File: config.mk
export PLATFORM = sky130hd
export DESIGN_NAME = frac_mul8x16
export DESIGN_NICKNAME = d
export VERILOG_FILES = /design/src/rtl/fmul_pkg.sv /design/src/rtl/fmul_rst_sync.sv /design/src/rtl/fmul_operand_sel.sv /design/src/rtl/fmul_lane.sv /design/src/rtl/fmul_round_place.sv /design/src/rtl/frac_mul8x16.sv
export SDC_FILE = /design/constraint.sdc
export NUM_CORES = 2
export LEC_CHECK = 0
export ABC_AREA = 1
export CAP_MARGIN = 20
export CORE_ASPECT_RATIO = 1.1
export CORE_UTILIZATION = 60
export CTS_CLUSTER_DIAMETER = 80
export DETAILED_ROUTE_END_ITERATION = 7
export DONT_BUFFER_PORTS = 1
export PLACE_DENSITY = 0.86
export SYNTH_ARGS = -nofsm -noshare
export SYNTH_HDL_FRONTEND = slang
export SYNTH_HIERARCHICAL = 1
export SYNTH_SLANG_ARGS = --single-unit
File: constraint.sdc
create_clock -name clk -period 13.08 [get_ports clk]
set_clock_uncertainty 0.1 [all_clocks]
set_input_delay 0.654 -clock clk [delete_from_list [all_inputs] [get_ports clk]]
set_output_delay 0.654 -clock clk [all_outputs]
set_load 0.02 [all_outputs]
File: src/rtl/fmul_pkg.sv
package fmul_pkg;
  parameter int FM_LANES  = 4;
  parameter int FM_BYTE_W = 8;
  parameter int FM_COEF_W = 16;
  parameter int FM_DATA_W = FM_LANES * FM_COEF_W;

  typedef enum logic [2:0] {
    FM_PER_LANE  = 3'd0,
    FM_SHARED_HI = 3'd1,
    FM_SHARED_LO = 3'd2,
    FM_UPPER_B   = 3'd3,
    FM_LOWER_B   = 3'd4,
    FM_WIDE_UP   = 3'd5,
    FM_WIDE_LO   = 3'd6,
    FM_RESERVED  = 3'd7
  } fm_mode_e;
endpackage

File: src/rtl/fmul_rst_sync.sv
module fmul_rst_sync (
  input  logic clk,
  input  logic rst_n,
  output logic rst_sync_n
);
  logic meta_q;
  logic sync_q;

  always_ff @(posedge clk or negedge rst_n) begin
    if (!rst_n) begin
      meta_q <= 1'b0;
      sync_q <= 1'b0;
    end else begin
      meta_q <= 1'b1;
      sync_q <= meta_q;
    end
  end

  assign rst_sync_n = sync_q;
endmodule

File: src/rtl/fmul_operand_sel.sv
module fmul_operand_sel
  import fmul_pkg::*;
#(
  parameter int LANES  = FM_LANES,
  parameter int BYTE_W = FM_BYTE_W,
  parameter int COEF_W = FM_COEF_W,
  localparam int DATA_W = LANES * COEF_W,
  localparam int WIDE_LANES = LANES / 2
) (
  input  fm_mode_e                       mode_i,
  input  logic [DATA_W-1:0]              a_i,
  input  logic [DATA_W-1:0]              b_i,
  output logic [LANES-1:0][BYTE_W-1:0]   byte_o,
  output logic [LANES-1:0][COEF_W-1:0]   coef_o
);
  logic [COEF_W-1:0] shared_hi;
  logic [COEF_W-1:0] shared_lo;

  assign shared_hi = b_i[2*COEF_W-1 -: COEF_W];
  assign shared_lo = b_i[COEF_W-1:0];

  always_comb begin
    for (int n = 0; n < LANES; n++) begin
      byte_o[n] = '0;
      coef_o[n] = '0;
      unique case (mode_i)
        FM_PER_LANE: begin
          byte_o[n] = a_i[n*BYTE_W +: BYTE_W];
          coef_o[n] = b_i[n*COEF_W +: COEF_W];
        end
        FM_SHARED_HI: begin
          byte_o[n] = a_i[n*BYTE_W +: BYTE_W];
          coef_o[n] = shared_hi;
        end
        FM_SHARED_LO: begin
          byte_o[n] = a_i[n*BYTE_W +: BYTE_W];
          coef_o[n] = shared_lo;
        end
        FM_UPPER_B: begin
          byte_o[n] = a_i[n*COEF_W + COEF_W - 1 -: BYTE_W];
          coef_o[n] = b_i[n*COEF_W +: COEF_W];
        end
        FM_LOWER_B: begin
          byte_o[n] = a_i[n*COEF_W +: BYTE_W];
          coef_o[n] = b_i[n*COEF_W +: COEF_W];
        end
        FM_WIDE_UP: begin
          if (n < WIDE_LANES) begin
            byte_o[n] = a_i[n*COEF_W + COEF_W - 1 -: BYTE_W];
            coef_o[n] = b_i[n*COEF_W +: COEF_W];
          end
        end
        FM_WIDE_LO: begin
          if (n < WIDE_LANES) begin
            byte_o[n] = a_i[n*COEF_W +: BYTE_W];
            coef_o[n] = b_i[n*COEF_W +: COEF_W];
          end
        end
        default: begin
          byte_o[n] = '0;
          coef_o[n] = '0;
        end
      endcase
    end
  end
endmodule

File: src/rtl/fmul_lane.sv
module fmul_lane #(
  parameter int BYTE_W = 8,
  parameter int COEF_W = 16,
  localparam int PROD_W = BYTE_W + COEF_W + 1,
  localparam int KEEP_W = COEF_W + 1
) (
  input  logic              clk,
  input  logic              rst_n,
  input  logic              en,
  input  logic [BYTE_W-1:0] byte_i,
  input  logic [COEF_W-1:0] coef_i,
  output logic [KEEP_W-1:0] keep_q
);
  logic signed [PROD_W-1:0] prod;
  logic [KEEP_W-1:0]        keep_d;
  logic                     lane_unused;

  always_comb begin
    prod   = $signed({1'b0, byte_i}) * $signed(coef_i);
    keep_d = keep_q;
    if (en) begin
      keep_d = prod[BYTE_W+COEF_W-1 : BYTE_W-1];
    end
  end

  assign lane_unused = ^{prod[PROD_W-1], prod[BYTE_W-2:0]};

  always_ff @(posedge clk or negedge rst_n) begin
    if (!rst_n) begin
      keep_q <= '0;
    end else begin
      keep_q <= keep_d;
    end
  end

  AST_ZERO_BYTE_ZERO_PROD: assert property (@(posedge clk) disable iff (!rst_n)
    (en && byte_i == '0) |=> (keep_q == '0));
endmodule

File: src/rtl/fmul_round_place.sv
module fmul_round_place
  import fmul_pkg::*;
#(
  parameter int LANES  = FM_LANES,
  parameter int BYTE_W = FM_BYTE_W,
  parameter int COEF_W = FM_COEF_W,
  localparam int DATA_W = LANES * COEF_W,
  localparam int KEEP_W = COEF_W + 1,
  localparam int WIDE_LANES = LANES / 2,
  localparam int WIDE_OFS = BYTE_W - 1
) (
  input  logic                          clk,
  input  logic                          rst_n,
  input  logic                          en,
  input  fm_mode_e                      mode_i,
  input  logic [LANES-1:0][KEEP_W-1:0]  keep_i,
  output logic [DATA_W-1:0]             result_q
);
  function automatic logic [DATA_W-1:0] wide_fields();
    logic [DATA_W-1:0] m;
    m = '0;
    for (int n = 0; n < WIDE_LANES; n++) begin
      m[n*2*COEF_W + WIDE_OFS +: COEF_W] = '1;
    end
    return m;
  endfunction

  localparam logic [DATA_W-1:0] WIDE_MASK = wide_fields();

  logic [LANES-1:0][COEF_W-1:0] scaled;
  logic [DATA_W-1:0]            placed;
  logic [DATA_W-1:0]            result_d;

  always_comb begin
    for (int n = 0; n < LANES; n++) begin
      scaled[n] = keep_i[n][KEEP_W-1:1] + {{(COEF_W-1){1'b0}}, keep_i[n][0]};
    end
  end

  always_comb begin
    placed = '0;
    unique case (mode_i)
      FM_RESERVED: placed = '0;
      FM_WIDE_UP, FM_WIDE_LO: begin
        for (int n = 0; n < WIDE_LANES; n++) begin
          placed[n*2*COEF_W + WIDE_OFS +: COEF_W] = scaled[n];
        end
      end
      default: begin
        for (int n = 0; n < LANES; n++) begin
          placed[n*COEF_W +: COEF_W] = scaled[n];
        end
      end
    endcase
  end

  always_comb begin
    result_d = result_q;
    if (en) begin
      result_d = placed;
    end
  end

  always_ff @(posedge clk or negedge rst_n) begin
    if (!rst_n) begin
      result_q <= '0;
    end else begin
      result_q <= result_d;
    end
  end

  AST_WIDE_GAPS_ZERO: assert property (@(posedge clk) disable iff (!rst_n)
    (en && (mode_i == FM_WIDE_UP || mode_i == FM_WIDE_LO))
      |=> ((result_q & ~WIDE_MASK) == '0));
  AST_RESERVED_ZERO: assert property (@(posedge clk) disable iff (!rst_n)
    (en && mode_i == FM_RESERVED) |=> (result_q == '0));
endmodule

File: src/rtl/frac_mul8x16.sv
module frac_mul8x16
  import fmul_pkg::*;
#(
  parameter int LANES  = FM_LANES,
  parameter int BYTE_W = FM_BYTE_W,
  parameter int COEF_W = FM_COEF_W,
  localparam int DATA_W = LANES * COEF_W,
  localparam int KEEP_W = COEF_W + 1
) (
  input  logic              clk,
  input  logic              rst_n,
  input  logic              in_valid,
  input  logic [2:0]        op_sel,
  input  logic [DATA_W-1:0] src_a,
  input  logic [DATA_W-1:0] src_b,
  output logic              out_valid,
  output logic [DATA_W-1:0] out_result
);
  logic                          rst_sync_n;
  fm_mode_e                      in_mode;
  logic [LANES-1:0][BYTE_W-1:0]  lane_byte;
  logic [LANES-1:0][COEF_W-1:0]  lane_coef;
  logic [LANES-1:0][KEEP_W-1:0]  lane_keep;

  logic     s1_valid_q, s1_valid_d;
  fm_mode_e s1_mode_q,  s1_mode_d;
  logic     out_valid_q, out_valid_d;

  assign in_mode = fm_mode_e'(op_sel);

  fmul_rst_sync u_rst_sync (
    .clk        (clk),
    .rst_n      (rst_n),
    .rst_sync_n (rst_sync_n)
  );

  fmul_operand_sel #(
    .LANES  (LANES),
    .BYTE_W (BYTE_W),
    .COEF_W (COEF_W)
  ) u_sel (
    .mode_i (in_mode),
    .a_i    (src_a),
    .b_i    (src_b),
    .byte_o (lane_byte),
    .coef_o (lane_coef)
  );

  for (genvar g = 0; g < LANES; g++) begin : g_lane
    fmul_lane #(
      .BYTE_W (BYTE_W),
      .COEF_W (COEF_W)
    ) u_lane (
      .clk    (clk),
      .rst_n  (rst_sync_n),
      .en     (in_valid),
      .byte_i (lane_byte[g]),
      .coef_i (lane_coef[g]),
      .keep_q (lane_keep[g])
    );
  end

  always_comb begin
    s1_valid_d  = in_valid;
    s1_mode_d   = s1_mode_q;
    if (in_valid) begin
      s1_mode_d = in_mode;
    end
    out_valid_d = s1_valid_q;
  end

  always_ff @(posedge clk or negedge rst_sync_n) begin
    if (!rst_sync_n) begin
      s1_valid_q  <= 1'b0;
      s1_mode_q   <= FM_PER_LANE;
      out_valid_q <= 1'b0;
    end else begin
      s1_valid_q  <= s1_valid_d;
      s1_mode_q   <= s1_mode_d;
      out_valid_q <= out_valid_d;
    end
  end

  fmul_round_place #(
    .LANES  (LANES),
    .BYTE_W (BYTE_W),
    .COEF_W (COEF_W)
  ) u_round (
    .clk      (clk),
    .rst_n    (rst_sync_n),
    .en       (s1_valid_q),
    .mode_i   (s1_mode_q),
    .keep_i   (lane_keep),
    .result_q (out_result)
  );

  assign out_valid = out_valid_q;

  AST_S1_FOLLOWS_IN: assert property (@(posedge clk) disable iff (!rst_sync_n)
    in_valid |=> s1_valid_q);
  AST_OUT_FOLLOWS_S1: assert property (@(posedge clk) disable iff (!rst_sync_n)
    s1_valid_q |=> out_valid);
  AST_NO_SPURIOUS_VALID: assert property (@(posedge clk) disable iff (!rst_sync_n)
    !s1_valid_q |=> !out_valid);
  AST_RESULT_HOLD: assert property (@(posedge clk) disable iff (!rst_sync_n)
    !s1_valid_q |=> $stable(out_result));
endmodule

# Yosys cells after proc, flatten, opt, wreduce, memory -nomap -nowiden
# Index checks and enable logic that the tools add are counted.
# Widths: inputs -> output; s select.
classes:
  muxes: 13
  addsub: 4
  mul: 4
  n_eq_ne: 9
  reduce_logical: 10
op_table:
  columns: ["operator", "n"]
  rows:
  - ["$pmux 16 s2", 4]
  - ["$mul 9x16->24", 4]
  - ["$pmux 16 s3", 2]
  - ["$pmux 8 s3", 3]
  - ["$add 16x1->16", 4]
  - ["$eq 3x3->1 const B", 6]
  - ["$mux 16", 1]
  - ["$pmux 8 s2", 1]
  - ["$reduce_or 6->1", 2]
  - ["$mux 9", 1]
  - ["$reduce_or 3->1", 3]
  - ["$mux 7", 1]
  - ["$eq 3x2->1 const B", 2]
  - ["$reduce_or 2->1", 3]
  - ["$reduce_or 5->1", 1]
  - ["$eq 3x1->1 const B", 1]
  - ["$logic_not 3->1", 1]
word_totals:
  register_bits: 139
  in_bits: 134
  output_inout_bits: 65
  word_cells: 50

# Depth between registers and ports, before layout
depth:
  depth_word: 4
  ltp_mapped: 29
  ltp_nobuf: 26

# Cells and area by module
# Netlist, hierarchy kept.
modules_own_cells:
  columns: ["module", "n_inst", "cells_each", "area_each_um2", "seq_area_each_um2"]
  rows:
  - ["fmul_lane at g_lane[0].u_lane ...", 2, 758, 5436.5, 425.4]
  - ["fmul_lane at g_lane[2].u_lane", 1, 752, 5424.0, 425.4]
  - ["fmul_lane at g_lane[3].u_lane", 1, 740, 5401.4, 425.4]
  - ["fmul_round_place", 1, 635, 4206.5, 1601.5]
  - ["fmul_operand_sel", 1, 319, 1405.1, 0.0]
  - ["frac_mul8x16", 1, 15, 162.7, 125.1]
  - ["fmul_rst_sync", 1, 3, 53.8, 50.0]

# Worst setup path after synthesis
# Ideal clock, no wire load.
synth_path:
  path_type: "in2reg"
  startpoint: "input port op_sel[2]"
  endpoint: "register g_lane[0].u_lane.keep_q[11]"
  setup_ps: 117
  path_slack_ps: 7288
  t_required_ps: 12863
  arrival_time_ps: 5575
  path_stages: 25
  path_buffers: 5
  path_cell_list: "buf_4 -> nand2_1 -> buf_4 -> nand2_2 -> buf_4 -> nand3_1 -> nand2_1 -> clkbuf_1 -> clkbuf_1 -> nand2_1 -> fa_1 -> inv_1 -> fa_1 -> fa_1 -> inv_1 -> fa_1 -> inv_1 -> ha_1 -> a21oi_1 -> a21boi_0 -> o21a_1 -> nand2_1 -> or2_1 -> nand3_1 -> nand2_1"
synth_rtl:
  columns: ["element", "line_no", "source"]
  rows:
  - ["from (decl)", "frac_mul8x16.sv:13", "input logic [2:0] op_sel,"]
  - ["to (signal assigned)", "fmul_lane.sv:32", "keep_q <= keep_d;"]
  - ["to (decl)", "fmul_lane.sv:12", "output logic [KEEP_W-1:0] keep_q"]

==> impl_metrics.json <==
{
  "outcome": "finished with violations",
  "failed_checks": "design-rule violations",
  "power_density_nw_per_um2": 167.7,
  "syn_nets": 4691,
  "drtIter0Drc": 2430,
  "ys_seq_area_frac": 0.1264,
  "grt-ovfl-total": 0,
  "ys_async_sr_fraction": 1.000,
  "place_ws_ps": 6625,
  "yosys_register_bits": 139,
  "die_x_um": 206.2,
  "endpoint": "g_lane[0].u_lane/keep_q[11]$_DFFE_PN0P_",
  "required_ps": 13300,
  "syn_area_um2": 27530,
  "r2r_slack_ps": 11070,
  "die_area_um2": 46740,
  "reg2reg_from": "s1_mode_q[1]$_DFFE_PN0P_",
  "coreArea_um2": 44900,
  "routed_via_density": 5.482,
  "synthCells": 3980,
  "drv_slew": 0,
  "io_buffers": 0,
  "place.gp.congestion": 1.023,
  "finalSetupViolCount": 0,
  "maxSlewHeadroom": 0.4018,
  "min_period_over_period": 0.4599,
  "arrival_ps": 6230,
  "clk_path_buf_depth": 2,
  "grt_pass1_wl_um": 125000,
  "drtAntennaViolNets": 0,
  "wl_per_cell_um": 17.56,
  "multi_input_area_um2": 19730,
  "finalSetupTns_ps": 0,
  "clock_power_share": 0.097,
  "setup_ws_ps": 7064,
  "grt_max_degree": 74,
  "placed_cells": 4409,
  "worst_setup_path_end_kind": "register",
  "rsz0062_at_grt": "false",
  "whs_ps": 212.3,
  "yosys.cell_types.count": 47,
  "regArea_um2": 3482,
  "place_area_um2": 27630,
  "drc": 68,
  "area_growth_pct": 2.645,
  "total_leakage_power_nw": 16.95,
  "wirelength_um": 78170,
  "n_fill_cell": 3912,
  "clk_pin_slew_ps": 70,
  "drive_gt1_frac": 0.03365,
  "maxCapViolations": 0,
  "cts_tree": "built",
  "min_period_ps": 6016,
  "cellInternalPower_mw": 2.054,
  "crit_type": "in2reg",
  "root_buffer": "clkbuf_16",
  "tightest_slew_ps": 897.3,
  "die_h_um": 226.6,
  "cts_buffers": 17,
  "ys_warn_count": 6,
  "ir_worst_vdd_uv": 111.3,
  "timing.rr.end": "u_round/result_q[58]$_DFFE_PN0P_",
  "dp_hpwl_um": 65700,
  "sw_frac_of_total": 0.5664,
  "comb_power_share": 0.710,
  "power.switching_mw": 2.683,
  "fin_nets": 4561,
  "fmax_mhz": 166.2,
  "avgSynthCellArea_um2": 6.916,
  "rr_worst_depth": 7,
  "firstDrtPassIters": 8,
  "htree_levels": 4,
  "clkSinkCount": 139,
  "std_cell_rows": 81,
  "grt.total_usage": 0.3453,
  "synthFlopType": "dfrtp_1",
  "final_design_area_no_fill_um2": 28250,
  "final_util": 0.6293,
  "start_kind": "input port",
  "hold_violations": 0,
  "power.total_mw": 4.737,
  "power_frac_seq": 0.193,
  "grt_antenna_before_repair": 5,
  "start_util": 0.6131,
  "synth_edf_count": 0,
  "num_vias": 24400,
  "crit_start": "op_sel[1]",
  "postCtsSetupBuffers": 0,
  "io_pins": 199,
  "fin_cells": 4451,
  "clk_latency_ps": 430,
  "cp_max_fo": 16,
  "grt_pass1_vias": 24000,
  "hold_path.class": "in2reg"
}
## metal layers
metal | vias up | wire [µm] | track usage
met2 | 1425 | 32900 | 0.5196
li1 | 11430 | - | -
met4 | 0 | 3926 | 0.1587
met5 | - | 0 | 0
met1 | 11310 | 31710 | 0.4675
met3 | 229 | 9637 | 0.08724
## flip-flops by register name, indices dropped and copies added, names as in the netlist
name                   cells
s1_mode_q                  3
u_rst_sync/meta_q          1
u_rst_sync/rst_sync_n      1
out_valid_d                1
u_round/result_q          64
out_valid                  1
g_lane.u_lane/keep_q      68
## critical path, cell delays in order
cell      delay, ps
inv_2            90
nand2_1          90
nor2_2          520
nand2_1         320
nand2_1         450
nand2_1         200
fa_1            640
inv_1           180
fa_1            520
fa_1            500
inv_1            60
fa_1            540
inv_1            40
ha_1            370
a21oi_1         240
a21boi_0        280
o21a_1          160
nand2_1          60
or2_1           200
nand3_1          70
nand2_1          50
## layout make-up
type | count | share of cell area
diodes | 7 | 0.0006200
clock buffers | 17 | 0.01506
clock inverters | 15 | 0.005181
inverters | 972 | 0.1292
multi-input cells | 2712 | 0.6982
flip-flops and latches | 139 | 0.1232
well taps | 581 | 0.02573
repair buffers | 8 | 0.002746
## synthesized netlist by cell type (12+ instances only)
cell / instances / area (µm²)
nand2_2: 47 / 294.0
nor2_1: 193 / 724.4
xnor2_1: 33 / 289.0
clkbuf_1: 120 / 450.4
o21ai_0: 61 / 305.3
o21ai_1: 27 / 135.1
fa_1: 396 / 7928
buf_4: 12 / 90.09
dfrtp_1: 139 / 3478
nor3_1: 15 / 75.07
a21oi_1: 79 / 395.4
o21bai_1: 21 / 157.7
ha_1: 181 / 2265
inv_1: 963 / 3615
nand4_1: 37 / 231.5
buf_2: 17 / 85.08
nand3_1: 253 / 1266
xor2_1: 26 / 227.7
nand2_1: 1255 / 4711
## placed cells by master (no fill, tap or decap), types with 6 or more instances in the layout
cell,instances
xor2_1,26
xnor2_1,33
a31oi_1,11
nand4_1,37
a21oi_1,78
nand3_1,253
ha_1,181
fa_1,396
nand3b_1,8
inv_2,7
nand2_4,6
dfrtp_1,138
nor3_1,15
o21bai_1,21
o21ai_1,27
o21ai_0,61
nor2_2,7
nand2_1,1255
clkbuf_16,17
o21a_1,11
nor2_1,193
nand2_2,47
inv_1,963
diode_2,7
nor2_4,7
## worst min path at each step
stage / startpoint / endpoint / slack, ps / depth (start not counted)
detailed placement: u_rst_sync/meta_q$_DFF_PN0_ / u_rst_sync/rst_sync_n$_DFF_PN0_ / 240 / 0
finish: in_valid / out_valid_d$_DFF_PN0_ / 210 / 0
floorplan: u_rst_sync/meta_q$_DFF_PN0_ / u_rst_sync/rst_sync_n$_DFF_PN0_ / 230 / 0
CTS: in_valid / out_valid_d$_DFF_PN0_ / 140 / 0
global placement: u_rst_sync/meta_q$_DFF_PN0_ / u_rst_sync/rst_sync_n$_DFF_PN0_ / 230 / 0
global route: in_valid / out_valid_d$_DFF_PN0_ / 170 / 0
## what timing repair did
item	4_1_cts	5_1_grt
hold endpoints to repair	2	0
resized for setup	0	0
hold buffers	1	0
## power by group through the flow
stage	clock [mW]	sequential [mW]	combinational [mW]
after global routing	0.485	0.947	3.80
after CTS	0.469	0.913	3.29
after floorplan	0	0.845	2.46
final	0.460	0.916	3.36
after detailed placement	0	0.919	3.27
after global placement	0	0.912	3.17
## cells by family after synthesis
family	after synthesis	share of synthesized area
and+or+nand+nor	1842	0.2791
DFF	139	0.1264
other	1	0.0001362
xor gates and xnor gates	59	0.01877
AOI/OAI and AO/OA	233	0.04827
buffers and inverters	1129	0.1571
adders and majority gates	577	0.3703
No activity file was read; power rests on OpenSTA's default activity.
